--- config.mk ---
export PLATFORM = sky130hd
export DESIGN_NAME = synth_cfg_port
export DESIGN_NICKNAME = d
export VERILOG_FILES = /design/src/rtl/synth_cfg_pkg.sv /design/src/rtl/synth_cfg_sampler.sv /design/src/rtl/synth_cfg_shift.sv /design/src/rtl/synth_cfg_latches.sv /design/src/rtl/synth_cfg_ratio_chk.sv /design/src/rtl/synth_cfg_port.sv
export SDC_FILE = /design/constraint.sdc
export NUM_CORES = 1
export LEC_CHECK = 0
export ABC_AREA = 1
export CORE_MARGIN = 5
export CORE_UTILIZATION = 55
export CTS_CLUSTER_DIAMETER = 150
export DETAILED_ROUTE_END_ITERATION = 16
export GPL_TIMING_DRIVEN = 0
export MAX_ROUTING_LAYER = met4
export PLACE_DENSITY_LB_ADDON = 0.12
export SLEW_MARGIN = 20
export SYNTH_ARGS = -nofsm -noshare
export SYNTH_HDL_FRONTEND = slang
export SYNTH_SLANG_ARGS = --single-unit
--- constraint.sdc ---
create_clock -name clk -period 1.9 [get_ports clk]
set_input_delay 0.285 -clock clk [delete_from_list [all_inputs] [get_ports clk]]
set_output_delay 0.285 -clock clk [all_outputs]
set_load 0.02 [all_outputs]
--- src/rtl/synth_cfg_pkg.sv ---
package synth_cfg_pkg;

    localparam int WORD_W    = 22;
    localparam int CTRL_W    = 2;
    localparam int BODY_W    = WORD_W - CTRL_W;
    localparam int REF_W     = 15;
    localparam int A_W       = 7;
    localparam int B_W       = 11;
    localparam int LO_A_USED = 4;
    localparam int MIN_DIV   = 3;
    localparam int NUM_LOOPS = 2;

    // Routing code carried in the last two bits shifted in
    typedef enum logic [CTRL_W-1:0] {
        SEL_LO_REF = 2'b00,
        SEL_HI_REF = 2'b01,
        SEL_LO_N   = 2'b10,
        SEL_HI_N   = 2'b11
    } latch_sel_e;

    // Packed from MSB so that it lines up with word[21:2]
    typedef struct packed {
        logic             fo_sel;
        logic             ld_sel;
        logic             cp_tri;
        logic             cp_hi;
        logic             pd_pol;
        logic [REF_W-1:0] div;
    } ref_cfg_t;

    typedef struct packed {
        logic           pwdn;
        logic           pre_sel;
        logic [B_W-1:0] b;
        logic [A_W-1:0] a;
    } n_cfg_t;

    function automatic ref_cfg_t unpack_ref(input logic [BODY_W-1:0] body);
        return ref_cfg_t'(body);
    endfunction

    function automatic n_cfg_t unpack_n(input logic [BODY_W-1:0] body,
                                        input logic [A_W-1:0]    a_mask);
        n_cfg_t n;
        n   = n_cfg_t'(body);
        n.a = n.a & a_mask;
        return n;
    endfunction

    function automatic logic ratio_bad(input ref_cfg_t r, input n_cfg_t n);
        return (r.div < REF_W'(MIN_DIV)) ||
               (n.b < B_W'(MIN_DIV)) ||
               (B_W'(n.a) > n.b);
    endfunction

endpackage

--- src/rtl/synth_cfg_sampler.sv ---
module synth_cfg_sampler
    import synth_cfg_pkg::*;
#(
    parameter int STAGES = 2
) (
    input  logic clk,
    input  logic rst,
    input  logic sclk_i,
    input  logic sdat_i,
    input  logic sle_i,
    output logic sclk_rise_o,
    output logic sdat_o,
    output logic sle_rise_o
);
    localparam int NPIN = 3;

    logic [STAGES-1:0][NPIN-1:0] chain;
    logic [NPIN-1:0]             synced;
    logic [NPIN-1:0]             last;

    always_ff @(posedge clk) begin
        if (rst) begin
            chain <= '0;
            last  <= '0;
        end else begin
            chain[0] <= {sle_i, sdat_i, sclk_i};
            for (int s = 1; s < STAGES; s++) begin
                chain[s] <= chain[s-1];
            end
            last <= synced;
        end
    end

    assign synced      = chain[STAGES-1];
    assign sclk_rise_o = synced[0] & ~last[0];
    assign sdat_o      = synced[1];
    assign sle_rise_o  = synced[2] & ~last[2];

endmodule

--- src/rtl/synth_cfg_shift.sv ---
module synth_cfg_shift
    import synth_cfg_pkg::*;
(
    input  logic              clk,
    input  logic              rst,
    input  logic              shift_en,
    input  logic              bit_in,
    output logic [WORD_W-1:0] word_o
);
    always_ff @(posedge clk) begin
        if (rst) begin
            word_o <= '0;
        end else if (shift_en) begin
            word_o <= {word_o[WORD_W-2:0], bit_in};
        end
    end
endmodule

--- src/rtl/synth_cfg_latches.sv ---
module synth_cfg_latches
    import synth_cfg_pkg::*;
(
    input  logic                       clk,
    input  logic                       rst,
    input  logic                       load,
    input  logic [WORD_W-1:0]          word,
    output ref_cfg_t [NUM_LOOPS-1:0]   ref_q,
    output n_cfg_t   [NUM_LOOPS-1:0]   n_q
);
    logic [CTRL_W-1:0] sel;
    logic [BODY_W-1:0] body;

    assign sel  = word[CTRL_W-1:0];
    assign body = word[WORD_W-1:CTRL_W];

    generate
        for (genvar i = 0; i < NUM_LOOPS; i++) begin : g_loop
            localparam logic          LOOP_BIT = 1'(i);
            localparam int            A_USED   = (i == 0) ? LO_A_USED : A_W;
            localparam logic [A_W-1:0] A_MASK  = A_W'((1 << A_USED) - 1);

            ref_cfg_t ref_r;
            n_cfg_t   n_r;

            always_ff @(posedge clk) begin
                if (rst) begin
                    ref_r <= '0;
                    n_r   <= '0;
                end else if (load) begin
                    if (sel == {1'b0, LOOP_BIT}) begin
                        ref_r <= unpack_ref(body);
                    end
                    if (sel == {1'b1, LOOP_BIT}) begin
                        n_r <= unpack_n(body, A_MASK);
                    end
                end
            end

            assign ref_q[i] = ref_r;
            assign n_q[i]   = n_r;
        end
    endgenerate
endmodule

--- src/rtl/synth_cfg_ratio_chk.sv ---
module synth_cfg_ratio_chk
    import synth_cfg_pkg::*;
(
    input  ref_cfg_t [NUM_LOOPS-1:0] ref_q,
    input  n_cfg_t   [NUM_LOOPS-1:0] n_q,
    output logic     [NUM_LOOPS-1:0] err_o
);
    generate
        for (genvar i = 0; i < NUM_LOOPS; i++) begin : g_err
            assign err_o[i] = ratio_bad(ref_q[i], n_q[i]);
        end
    endgenerate
endmodule

--- src/rtl/synth_cfg_port.sv ---
module synth_cfg_port
    import synth_cfg_pkg::*;
#(
    parameter int SYNC_STAGES = 2
) (
    input  logic        clk,
    input  logic        rst,
    input  logic        ser_clk,
    input  logic        ser_dat,
    input  logic        ser_le,
    output logic [14:0] lo_ref_div,
    output logic        lo_pd_pol,
    output logic        lo_cp_hi,
    output logic        lo_cp_tri,
    output logic        lo_ld_sel,
    output logic        lo_fo_sel,
    output logic [14:0] hi_ref_div,
    output logic        hi_pd_pol,
    output logic        hi_cp_hi,
    output logic        hi_cp_tri,
    output logic        hi_ld_sel,
    output logic        hi_fo_sel,
    output logic [6:0]  lo_a,
    output logic [10:0] lo_b,
    output logic        lo_pre_sel,
    output logic        lo_pwdn,
    output logic [6:0]  hi_a,
    output logic [10:0] hi_b,
    output logic        hi_pre_sel,
    output logic        hi_pwdn,
    output logic [1:0]  ratio_err
);
    logic              sclk_rise;
    logic              sdat;
    logic              le_rise;
    logic [WORD_W-1:0] shift_word;
    ref_cfg_t [NUM_LOOPS-1:0] ref_q;
    n_cfg_t   [NUM_LOOPS-1:0] n_q;

    synth_cfg_sampler #(.STAGES(SYNC_STAGES)) u_sampler (
        .clk         (clk),
        .rst         (rst),
        .sclk_i      (ser_clk),
        .sdat_i      (ser_dat),
        .sle_i       (ser_le),
        .sclk_rise_o (sclk_rise),
        .sdat_o      (sdat),
        .sle_rise_o  (le_rise)
    );

    synth_cfg_shift u_shift (
        .clk      (clk),
        .rst      (rst),
        .shift_en (sclk_rise),
        .bit_in   (sdat),
        .word_o   (shift_word)
    );

    synth_cfg_latches u_latches (
        .clk   (clk),
        .rst   (rst),
        .load  (le_rise),
        .word  (shift_word),
        .ref_q (ref_q),
        .n_q   (n_q)
    );

    synth_cfg_ratio_chk u_ratio (
        .ref_q (ref_q),
        .n_q   (n_q),
        .err_o (ratio_err)
    );

    assign lo_ref_div = ref_q[0].div;
    assign lo_pd_pol  = ref_q[0].pd_pol;
    assign lo_cp_hi   = ref_q[0].cp_hi;
    assign lo_cp_tri  = ref_q[0].cp_tri;
    assign lo_ld_sel  = ref_q[0].ld_sel;
    assign lo_fo_sel  = ref_q[0].fo_sel;
    assign hi_ref_div = ref_q[1].div;
    assign hi_pd_pol  = ref_q[1].pd_pol;
    assign hi_cp_hi   = ref_q[1].cp_hi;
    assign hi_cp_tri  = ref_q[1].cp_tri;
    assign hi_ld_sel  = ref_q[1].ld_sel;
    assign hi_fo_sel  = ref_q[1].fo_sel;
    assign lo_a       = n_q[0].a;
    assign lo_b       = n_q[0].b;
    assign lo_pre_sel = n_q[0].pre_sel;
    assign lo_pwdn    = n_q[0].pwdn;
    assign hi_a       = n_q[1].a;
    assign hi_b       = n_q[1].b;
    assign hi_pre_sel = n_q[1].pre_sel;
    assign hi_pwdn    = n_q[1].pwdn;

endmodule

After elaboration in Yosys (flattened, before gate mapping)
Index checks and enable logic that the tools add are counted.
- bits in registers: 108
- latch bits: 0
- bits in writable memories: 0
- bits in read-only memories: 0
- bits of input ports: 5
- output and inout bits: 82
- word-level logic and storage cells: 46
- memories: 0
- $add $sub $neg: 0
- multipliers: 0
- div/mod/pow operators: 0
- order comparisons: 6
- equal/unequal tests: 3
- shifts and indexed selects: 0
- muxes and demuxes: 0
- bitwise operators: 4
- reductions and logical operators: 9
- operator list (cell ; count):
    $lt 15x2->1 const B ; 2
    $lt 11x2->1 const B ; 2
    $gt 4x11->1 ; 1
    $gt 7x11->1 ; 1
    $reduce_and 2->1 ; 4
    $eq 2x2->1 const B ; 2
    $logic_or 1x1->1 ; 4
    $and 1x1->1 ; 2
    $eq 2x1->1 const B ; 1
    $logic_not 2->1 ; 1
    $not 1->1 ; 2

Logic depth before layout (Yosys ltp)
Gate-level depths: netlist of the first run.
- depth after elaboration: 3
- mapped depth: 8
- mapped depth without buffers: 8

Cells and area by module
From an unflattened synthesis of the first run, not the netlist that was laid out.
- cell total of the unflattened synthesis: 796
- area, all modules: 5032.3 um^2
- modules (own cells, without submodules) (module ; times used ; cells an instance ; area an instance (um^2) ; seq. area each (um^2)):
    synth_cfg_latches ; 1 ; 501 ; 3228.1 ; 1541.5
    synth_cfg_shift ; 1 ; 140 ; 925.9 ; 440.4
    synth_cfg_ratio_chk ; 1 ; 128 ; 619.3 ; 0.0
    synth_cfg_sampler ; 1 ; 27 ; 259.0 ; 160.2

Worst setup path before layout of the first run
No wires, ideal clock.
- path kind: register -> output
- start point: register u_latches.g_loop[1].n_r, in the netlist u_latches.n_q[33]
- end point: output port ratio_err[1]
- arrival time: 1285 ps
- data required time: 1615 ps
- slack: 330 ps
- cell stages (with the launch flop): 9
- path buffers: 0
- cell sequence: dfxtp_1 > inv_1 > ha_1 > nand2_1 > nor2_1 > nand2_1 > nand2_1 > nand2_1 > nand2_1
- word-level cells in the longest chain between the ends: 3
- elaborated cells on any way between the ends: 4
- classes of those cells: order compare: 2; reduce/logical: 2
- RTL lines (element ; line ; RTL):
    start, declared ; synth_cfg_latches.sv:24 ; n_cfg_t n_r;
    start signal, assigned ; synth_cfg_latches.sv:35 ; n_r <= unpack_n(body, A_MASK);
    $lt 11x2->1 ; synth_cfg_pkg.sv:52 ; (n.b < B_W'(MIN_DIV)) ||
    $logic_or 1x1->1 ; synth_cfg_pkg.sv:51 ; return (r.div < REF_W'(MIN_DIV)) ||
    $logic_or 1x1->1 (*) ; synth_cfg_pkg.sv:52 ;
    end, declared ; synth_cfg_port.sv:31 ; output logic [1:0] ratio_err
Every way passes the cells marked *; elsewhere a longest branch is shown, timed or not.

Worst setup path after layout of the first run
- start point: register u_latches.g_loop[0].n_r, in the netlist u_latches.n_q[8]
- end point: output port ratio_err[0]
- word-level cells in the longest chain between the ends: 3
- elaborated cells on any way between the ends: 4
- classes of those cells: order compare: 2; reduce/logical: 2
- RTL lines (element ; line):
    start, declared ; synth_cfg_latches.sv:24
    start signal, assigned ; synth_cfg_latches.sv:35
    $lt 11x2->1 ; synth_cfg_pkg.sv:52
    $logic_or 1x1->1 ; synth_cfg_pkg.sv:51
    $logic_or 1x1->1 (*) ; synth_cfg_pkg.sv:52
Marked as above.

==> results of run 1 <==
-- final cells by class --
cell class	instances	share of cell area
clock inverter	6	0.00742
inverter	36	0.0245
sequential	107	0.389
tap	99	0.0223
timing repair buffer	91	0.160
clock buffer	10	0.0229
multi-input combinational	399	0.344
buffer	33	0.0295
-- cell usage after synthesis --
master,number,area [um2]
a211oi_1,3,22.5
a21oi_1,100,500
and2_1,1,6.26
buf_1,1,3.75
buf_2,17,85.1
buf_4,3,22.5
buf_6,1,11.3
clkbuf_1,11,41.3
clkinv_2,1,5.00
conb_1,1,3.75
dfxtp_1,107,2140
ha_1,11,138
inv_1,33,124
inv_2,2,7.51
nand2_1,233,875
nand3b_1,2,15.0
nand4_1,4,25.0
nand4_4,1,21.3
nor2_1,39,146
nor2_2,1,6.26
nor3_1,1,5.00
-- final timing paths --
check	cells after the start	slack, ns	startpoint	end
setup / recovery	9	-0.03	u_latches.n_q[8]	ratio_err[0]
hold / removal	2	0.41	u_sampler.chain[2]	u_sampler.synced[2]
setup reg to reg	4	0.52	u_sampler.synced[2]	u_latches.n_q[39]
hold reg to reg	2	0.41	u_sampler.chain[2]	u_sampler.synced[2]
-- worst max-delay path, cell delays in order (launching register included) --
cell and delay [ns]:
dfxtp_2 0.37, inv_1 0.07, ha_4 0.27, nand3b_1 0.10
nand2_1 0.10, nand2_1 0.06, nand2_1 0.06, nand2_1 0.06
nand2_1 0.07, buf_6 0.11
-- power breakdown --
part,internal [W],leakage [nW],switching [W]
combinational,0.0000307,1.07,0.0000839
sequential,0.00225,0.872,0.0000100
clock,0.000477,0.0787,0.000774
-- registers in the layout, indices dropped and copies added (netlist names) --
register,count
u_latches.n_q,37
u_latches.ref_q,40
u_sampler.chain,3
u_sampler.last,2
u_sampler.synced,3
u_shift.word_o,22
-- cell families (layout without fill, tap and decap cells) --
family,Yosys count,in the layout,synth area share
AO/OA/AOI/OAI,103,103,0.124
buffers and inverters,69,176,0.0714
other,1,3,0.000891
adder cells (fa/ha/maj),11,11,0.0327
AND/OR/NAND/NOR,282,282,0.261
flip-flops,107,107,0.509
-- what timing repair did --
| action | 4_1_cts | 5_1_grt |
|---|---|---|
| resized for setup | 17 | 34 |
| setup buffers | 5 | 4 |
| cloned | 0 | 0 |
| pin swaps | 3 | 6 |
| setup endpoints to repair | 2 | 2 |
-- per-stage QoR --
step,hold slack (ns),total power (W),worst slack (ns)
2_1_floorplan,0.388,0.00239,0.330
3_5_place_dp,0.395,0.00243,-0.123
6_report,0.408,0.00363,-0.0331
5_1_grt,0.417,0.00372,-0.0939
4_1_cts,0.408,0.00361,-0.0140
3_3_place_gp,0.390,0.00242,-0.0909
-- per-layer routing --
| layer | wire, um | up-vias | part of all wire |
|---|---|---|---|
| met1 | 5050 | 1909 | 0.42 |
| li1 | - | 2008 | - |
| met2 | 5790 | 177 | 0.48 |
| met3 | 867 | 36 | 0.072 |
| met4 | 361 | 0 | 0.030 |
| met5 | 0 | - | 0 |
==> flow_metrics.env, run 1 <==
export IMPL_setup_tns_ns=-0.0331
export IMPL_finClkSkew_ns=0.00852
export IMPL_postRouteWirelength_mm=12.1
export IMPL_top_usage_layer="met2"
export IMPL_layout_drive_gt1_share=0.132
export IMPL_hold_viol=0
export IMPL_slew_violations=0
export IMPL_dr_pass1_iters=5
export IMPL_fp_row_count=31
export IMPL_setup_violations=1
export IMPL_critPathCaptureType="primary output"
export IMPL_vias=4130
export IMPL_grt_max_degree=18
export IMPL_drv_cap=0
export IMPL_die_height_um=97.5
export IMPL_coreArea_um2=7330
export IMPL_dp_hpwl_mm=8.32
export IMPL_ys_types=21
export IMPL_yosysSeqAreaShare=0.509
export IMPL_tritoncts="yes"
export IMPL_post_route_period_util=1.02
export IMPL_use_met3=0.0467
export IMPL_cp_arrival_ns=1.65
export IMPL_final_antenna_net_count=0
export IMPL_fillCellCount=558
export IMPL_antenna_cells=0
export IMPL_antenna_found_initial=0
export IMPL_period_minus_slack_ns=1.93
export IMPL_stdcell_area_um2=5560
export IMPL_viasPerCell=5.29
export IMPL_drcViolationCount=0
export IMPL_cts_root_buffer="clkbuf_8"
export IMPL_grt_pass1_wl_mm=18.6
export IMPL_setup_ws_ns=-0.0331
export IMPL_clockBufferDepth=2
export IMPL_path_clk_slew_ns=0.10
export IMPL_powerDensity_nw_per_um2=652
export IMPL_fin_nets=693
export IMPL_io_buffers=82
export IMPL_grt_total_usage=0.248
export IMPL_stdcell_count=781
export IMPL_insertion_delay_ns=0.38
export IMPL_grt_overflow=0
export IMPL_syn_avg_cell_area_um2=7.34
export IMPL_status="finished, violations left"
export IMPL_post_route_util=0.759
export IMPL_layout_commonest_cell="nand2_1"
export IMPL_violations="negative setup slack"
export IMPL_hp_class="flip-flop to flip-flop"
export IMPL_clkSinkCount=107
export IMPL_start_util=0.574
export IMPL_crit_required_ns=1.62
export IMPL_tightest_slew_ns=0.633
export IMPL_drt_wirelength_per_cell_um=15.5
export IMPL_max_freq_mhz=517
export IMPL_cp_start_kind="flip-flop"
export IMPL_ios=87
export IMPL_yosysWarnings=0
export IMPL_ys_ff_latch=107
export IMPL_final_seq_area_um2=2170
export IMPL_crit_type="flip-flop to primary output"
export IMPL_relSlewSlack=0.578
export IMPL_gp_congestion=0.891
export IMPL_dp_cells=756
export IMPL_syn2layout_area_growth_pct=32.2
export IMPL_met2_usage=0.402
export IMPL_die_w_um=97.5
export IMPL_placed_area_um2=5160
export IMPL_max_vdd_ir_drop_uv=477
export IMPL_final_cell_mix="nand2_1 (232), a21oi_1 (97), dfxtp_1 (90)"
export IMPL_grt_pass1_vias=3823
export IMPL_cts_buffers=9
export IMPL_p_leak_nw=2.02
export IMPL_syn_inst=573
export IMPL_die_area_um2=9500
export IMPL_multi_input_area_um2=1910
export IMPL_grtUsageMet1=0.308
export IMPL_cts_hold_buffers=0
export IMPL_crit_fanout=4
export IMPL_htree_levels=3
export IMPL_drt_first_iter_violations=341
export IMPL_netlist_area_um2=4210
(Power assumes the default switching activity.)
==> run 2: changes to the inputs <==
--- a/config.mk
+++ b/config.mk
@@ -16,4 +16,5 @@
 export SLEW_MARGIN = 20
 export SYNTH_ARGS = -nofsm -noshare
 export SYNTH_HDL_FRONTEND = slang
+export SYNTH_HIERARCHICAL = 1
 export SYNTH_SLANG_ARGS = --single-unit
==> flow_metrics.env, run 2 <==
export IMPL_syn_inst=796
export IMPL_r2r_end="u_latches/n_q[1]"
export IMPL_crit_fanout=2
export IMPL_post_route_period_util=0.970
export IMPL_whs_ns=0.420
export IMPL_largest_reg_flops=40
export IMPL_finClkSkew_ns=0.0143
export IMPL_hold_viol=0
export IMPL_synthFlopType="dfxtp_1"
export IMPL_yosysMostFrequentCell="nand2_1"
export IMPL_post_route_util=0.716
export IMPL_vias=4879
export IMPL_synthSimpleGateAreaFrac=0.364
export IMPL_layout_drive_gt1_share=0.136
export IMPL_max_vdd_ir_drop_uv=546
export IMPL_dp_cells=992
export IMPL_synth_edf_count=0
export IMPL_power_frac_seq=0.575
export IMPL_switching_share=0.273
export IMPL_fp_row_count=35
export IMPL_rsz0062_at_grt="true"
export IMPL_tritoncts="yes"
export IMPL_postRouteWirelength_mm=13.0
export IMPL_grt_pass1_vias=4616
export IMPL_stdcell_area_um2=6490
export IMPL_period_minus_slack_ns=1.84
export IMPL_cp_arrival_ns=1.56
export IMPL_clockBufferDepth=2
export IMPL_synth_top_cell_area_share=0.426
export IMPL_synthArstFlopShare=0
export IMPL_antenna_cells=0
export IMPL_critPathCaptureType="primary output"
export IMPL_ys_top_cells_by_area="dfxtp_1 (43%), nand2_1 (17%), nor2_1 (16%)"
export IMPL_drcViolationCount=0
export IMPL_synthAdderAreaFrac=0.0348
export IMPL_r2r_start="u_sampler/synced[2]"
export IMPL_dr_pass1_iters=6
export IMPL_fillCellCount=767
export IMPL_hp_class="flip-flop to flip-flop"
export IMPL_cp_start_kind="flip-flop"
export IMPL_synth_top_family_by_area="simple AND/OR/NAND/NOR gates"
export IMPL_cts_buffers=9
export IMPL_ios=87
export IMPL_yosysSeqAreaShare=0.426
export IMPL_cts_hold_buffers=0
export IMPL_ys_ff_latch=107
export IMPL_stdcell_count=1018
export IMPL_coreArea_um2=9060
export IMPL_p_leak_nw=3.22
export IMPL_crit_chain="inv_1, ha_4, nand2_4, nor2_4, nand2_1, nand2_1, nand2_1, nand2_1, buf_6"
export IMPL_p_comb_frac=0.111
export IMPL_insertion_delay_ns=0.37
export IMPL_drt_wirelength_per_cell_um=12.8
export IMPL_grt_max_degree=18
export IMPL_viasPerCell=4.79
export IMPL_grt_total_usage=0.242
export IMPL_max_freq_mhz=543
export IMPL_p_sw_w=0.00113
export IMPL_crit_required_ns=1.62
export IMPL_muxShareOfSynthArea=0
export IMPL_gp_congestion=0.840
export IMPL_ys_top_cells_by_count="nand2_1 (226), nor2_1 (209), inv_1 (136)"
export IMPL_cp_endpoint="ratio_err[1]"
export IMPL_yosys_area_share_xor_xnor=0
export IMPL_yosysWarnings=6
export IMPL_rr_worst_depth=7
export IMPL_placed_area_um2=6010
export IMPL_regToRegSetupSlack_ns=0.49
export IMPL_final_cell_mix="nand2_1 (220), nor2_1 (207), inv_1 (126)"
export IMPL_drv_cap=0
export IMPL_syn_avg_cell_area_um2=6.32
export IMPL_powerDensity_nw_per_um2=637
export IMPL_worst_path_most_repeated_cell="nand2_1"
export IMPL_layout_commonest_cell="nand2_1"
export IMPL_slew_violations=0
export IMPL_ys_types=17
export IMPL_grt_pass1_wl_mm=21.5
export IMPL_start_util=0.555
export IMPL_slowest_delay_ns=0.35
export IMPL_dp_hpwl_mm=9.36
export IMPL_clkSinkCount=107
export IMPL_antenna_found_initial=0
export IMPL_status="finished clean"
export IMPL_p_int_w=0.00301
export IMPL_synth_compound_area_frac=0.0259
export IMPL_multi_input_area_um2=2340
export IMPL_netlist_area_um2=5030
export IMPL_startpoint="u_latches/n_q[32]"
export IMPL_die_w_um=106
export IMPL_clockPowerShare=0.314
export IMPL_final_antenna_net_count=0
export IMPL_die_height_um=106
export IMPL_crit_type="flip-flop to primary output"
export IMPL_die_area_um2=11200
export IMPL_synth_top_cell_by_area="dfxtp_1"
export IMPL_grt_overflow=0
export IMPL_setup_violations=0
export IMPL_cts_root_buffer="clkbuf_8"
export IMPL_final_seq_area_um2=2170
export IMPL_drt_first_iter_violations=315
export IMPL_path_clk_slew_ns=0.10
export IMPL_io_buffers=83
export IMPL_htree_levels=3
export IMPL_syn2layout_area_growth_pct=28.9
export IMPL_fin_nets=921
export IMPL_slowest_stage="dfxtp_2"
run 2: cell types whose count changed after synthesis, sizes merged, moves of 5 or more:
cell,previous run,this run
nor2,40,218
buf,22,32
nand4,5,0
nand3,0,24
a21oi,100,26
nand2,233,226
inv,35,139
run 2: final cells by class:
cell class / count / share of cell area
clock inverters: 5 / 0.00578
repair buffers: 93 / 0.140
inverters: 139 / 0.0808
clock buffers: 11 / 0.0218
plain buffers: 39 / 0.0355
multi-input cells: 513 / 0.361
flip-flops and latches: 107 / 0.334
well taps: 111 / 0.0214
run 2: critical path, delay by kind of cell, from the launching register on:
| kind | cells | cell delay, ns |
|---|---|---|
| buf+inv | 2 | 0.17 |
| simple gates | 6 | 0.41 |
| flops | 1 | 0.35 |
| fa+ha+maj | 1 | 0.27 |
run 2: what timing repair did:
item                       4_1_cts  5_1_grt
setup endpoints to repair        2        2
gates resized for setup         27       41
pin swaps                        2       14
setup buffers                    7        3
run 2: per-layer routing:
metal / GRT usage / up-vias / wire length, um
met2: 0.419 / 151 / 6450
li1: - / 2507 / -
met5: - / - / 0
met3: 0.0361 / 15 / 829
met1: 0.294 / 2206 / 5560
met4: 0.0703 / 0 / 189
run 2: kinds of logic (layout without fill, tap and decap cells):
group | Yosys count | in the layout
buffers and inverters | 178 | 287
adders and majority gates | 14 | 14
DFF | 107 | 107
AOI/OAI and AO/OA | 26 | 26
other | 1 | 3
and+or+nand+nor | 470 | 470
run 2: how the worst min path moves through the flow:
stage               cells past startpoint  slack (ns)                from                  end
floorplan                               2        0.40             ser_clk   u_sampler/chain[0]
global placement                        2        0.40  u_sampler/chain[2]  u_sampler/synced[2]
detailed placement                      2        0.41  u_sampler/chain[1]  u_sampler/synced[1]
CTS                                     2        0.42  u_sampler/chain[1]  u_sampler/synced[1]
global route                            3        0.44              ser_le   u_sampler/chain[2]
finish                                  2        0.42  u_sampler/chain[1]  u_sampler/synced[1]
run 2: power groups by stage:
stage	clock network [W]	logic (W)	registers, W
after global placement	0	0.000424	0.00243
after global routing	0.00143	0.000509	0.00239
after detailed placement	0	0.000438	0.00243
after CTS	0.00131	0.000444	0.00238
final	0.00130	0.000459	0.00238
after floorplan	0	0.000268	0.00244
run 2: through the flow:
stage | TNS (ns) | setup WS (ns) | power [W]
floorplan | 0 | 0.330 | 0.00271
global placement | -0.172 | -0.128 | 0.00285
detailed placement | -0.248 | -0.165 | 0.00287
CTS | -0.0000655 | -0.0000655 | 0.00413
global route | -0.132 | -0.0804 | 0.00432
finish | 0 | 0.0574 | 0.00413
==> run 3: changes to the inputs <==
--- a/config.mk
+++ b/config.mk
@@ -11,9 +11,8 @@
 export CTS_CLUSTER_DIAMETER = 150
 export DETAILED_ROUTE_END_ITERATION = 16
 export GPL_TIMING_DRIVEN = 0
-export MAX_ROUTING_LAYER = met4
-export PLACE_DENSITY_LB_ADDON = 0.12
-export SLEW_MARGIN = 20
+export PLACE_DENSITY = 0.91
+export SLEW_MARGIN = 10
 export SYNTH_ARGS = -nofsm -noshare
 export SYNTH_HDL_FRONTEND = slang
 export SYNTH_HIERARCHICAL = 1
==> flow_metrics.env, run 3 (same netlist as run 2, synthesis figures left out) <==
export IMPL_status="finished clean"
export IMPL_clkSinkCount=107
export IMPL_fin_nets=923
export IMPL_cp_arrival_ns=1.59
export IMPL_regToRegSetupSlack_ns=0.48
export IMPL_slowest_delay_ns=0.41
export IMPL_coreArea_um2=9060
export IMPL_die_w_um=106
export IMPL_relSlewSlack=0.651
export IMPL_antenna_cells=0
export IMPL_setup_tns_ns=0
export IMPL_postRouteWirelength_mm=13.3
export IMPL_htree_levels=3
export IMPL_critPathCaptureType="primary output"
export IMPL_power_frac_seq=0.561
export IMPL_slowest_stage="dfxtp_2"
export IMPL_die_height_um=106
export IMPL_final_cell_mix="nand2_1 (222), nor2_1 (207), inv_1 (131)"
export IMPL_drv_cap=0
export IMPL_stdcell_count=1020
export IMPL_cp_start_kind="flip-flop"
export IMPL_post_route_util=0.717
export IMPL_post_route_period_util=0.986
export IMPL_largest_reg_flops=40
export IMPL_crit_fanout=3
export IMPL_vias=4966
export IMPL_finClkSkew_ns=0.0158
export IMPL_max_freq_mhz=534
export IMPL_clockBufferDepth=2
export IMPL_dp_hpwl_mm=8.94
export IMPL_setup_violations=0
export IMPL_drt_wirelength_per_cell_um=13.0
export IMPL_insertion_delay_ns=0.37
export IMPL_io_buffers=83
export IMPL_clockPowerShare=0.331
export IMPL_crit_chain="ha_4, nand2_2, inv_1, a21oi_2, nand2_1, nand2_1, nand2_1, buf_6"
export IMPL_drt_first_iter_violations=524
export IMPL_gp_congestion=0.826
export IMPL_max_vdd_ir_drop_uv=481
export IMPL_cts_buffers=9
export IMPL_dr_pass1_iters=5
export IMPL_p_sw_w=0.00111
export IMPL_hp_class="flip-flop to flip-flop"
export IMPL_final_antenna_net_count=0
export IMPL_syn2layout_area_growth_pct=29.1
export IMPL_cts_hold_buffers=0
export IMPL_grt_total_usage=0.229
export IMPL_hold_viol=0
export IMPL_fp_row_count=35
export IMPL_rsz0062_at_grt="true"
export IMPL_p_leak_nw=3.24
export IMPL_viasPerCell=4.87
export IMPL_grt_overflow=0
export IMPL_cp_top_family="flip-flops"
export IMPL_dp_cells=992
export IMPL_path_buf_inv=2
export IMPL_p_int_w=0.00313
export IMPL_antenna_found_initial=0
export IMPL_grt_pass1_vias=4460
export IMPL_ios=87
export IMPL_period_minus_slack_ns=1.87
export IMPL_cts_root_buffer="clkbuf_8"
export IMPL_worst_path_most_repeated_cell="nand2_1"
export IMPL_switching_share=0.262
export IMPL_grt_max_degree=18
export IMPL_tightest_slew_ns=0.523
export IMPL_powerDensity_nw_per_um2=653
export IMPL_stdcell_area_um2=6500
export IMPL_p_total_w=0.00424
export IMPL_crit_type="flip-flop to primary output"
export IMPL_start_util=0.555
export IMPL_fillCellCount=725
export IMPL_layout_drive_gt1_share=0.128
export IMPL_grt_pass1_wl_mm=20.8
export IMPL_slew_violations=0
export IMPL_tritoncts="yes"
export IMPL_path_clk_slew_ns=0.11
export IMPL_placed_area_um2=6010
export IMPL_drcViolationCount=0
export IMPL_layout_commonest_cell="nand2_1"
export IMPL_die_area_um2=11200
export IMPL_crit_required_ns=1.62
export IMPL_p_comb_frac=0.108
-- run 3: changes by cell type in the layout (fill, tap and decap cells not counted), sizes merged --
cell	change
clkbuf	-1
clkinv	+2
inv	-1
buf	+2
bufinv	+1
clkinvlp	-1
-- run 3: layout make-up --
cell class | count | area, um2 | share of cell area
Sequential cell | 107 | 2170 | 0.334
Inverter | 139 | 522 | 0.0803
Tap cell | 111 | 139 | 0.0214
Clock inverter | 6 | 65.1 | 0.0100
Clock buffer | 10 | 138 | 0.0212
Buffer | 39 | 230 | 0.0354
Multi-Input combinational cell | 513 | 2310 | 0.356
Timing Repair Buffer | 95 | 923 | 0.142
-- run 3: stage by stage --
step	hold WS, ns	setup WS (ns)
after floorplan	0.399	0.330
final	0.416	0.0269
after CTS	0.421	0.00121
after global placement	0.402	-0.136
after global routing	0.432	-0.0538
after detailed placement	0.413	-0.207
-- run 3: layer usage --
metal | share of wire | track usage
met1 | 0.41 | 0.281
met5 | 0 | 0
met4 | 0.018 | 0.0685
met2 | 0.49 | 0.403
met3 | 0.075 | 0.0472
-- run 3: repair_timing --
action,4_1_cts,5_1_grt
setup buffers,6,6
setup endpoints to repair,2,2
gates resized for setup,29,27
pin swaps,1,9
-- run 3: path summary, 6_finish.rpt --
kind         cells after the start             endpoint           startpoint
max                              8         ratio_err[1]    u_latches/n_q[26]
min                              2  u_sampler/synced[0]   u_sampler/chain[0]
max reg2reg                      8    u_latches/n_q[30]  u_sampler/synced[2]
min reg2reg                      2  u_sampler/synced[0]   u_sampler/chain[0]
-- run 3: power groups by stage --
| stage | clock network, W | logic (W) | registers [W] |
|---|---|---|---|
| 6_report | 0.00141 | 0.000459 | 0.00238 |
| 5_1_grt | 0.00151 | 0.000508 | 0.00239 |
| 4_1_cts | 0.00141 | 0.000439 | 0.00238 |
| 3_5_place_dp | 0 | 0.000432 | 0.00243 |
| 3_3_place_gp | 0 | 0.000423 | 0.00243 |
| 2_1_floorplan | 0 | 0.000268 | 0.00244 |
-- run 3: tightest hold or removal path, delay by kind of cell, from the launching register on --
family / cells / cell delay [ns]
flops: 1 / 0.31
buf+inv: 1 / 0.05
simple gates: 1 / 0.03
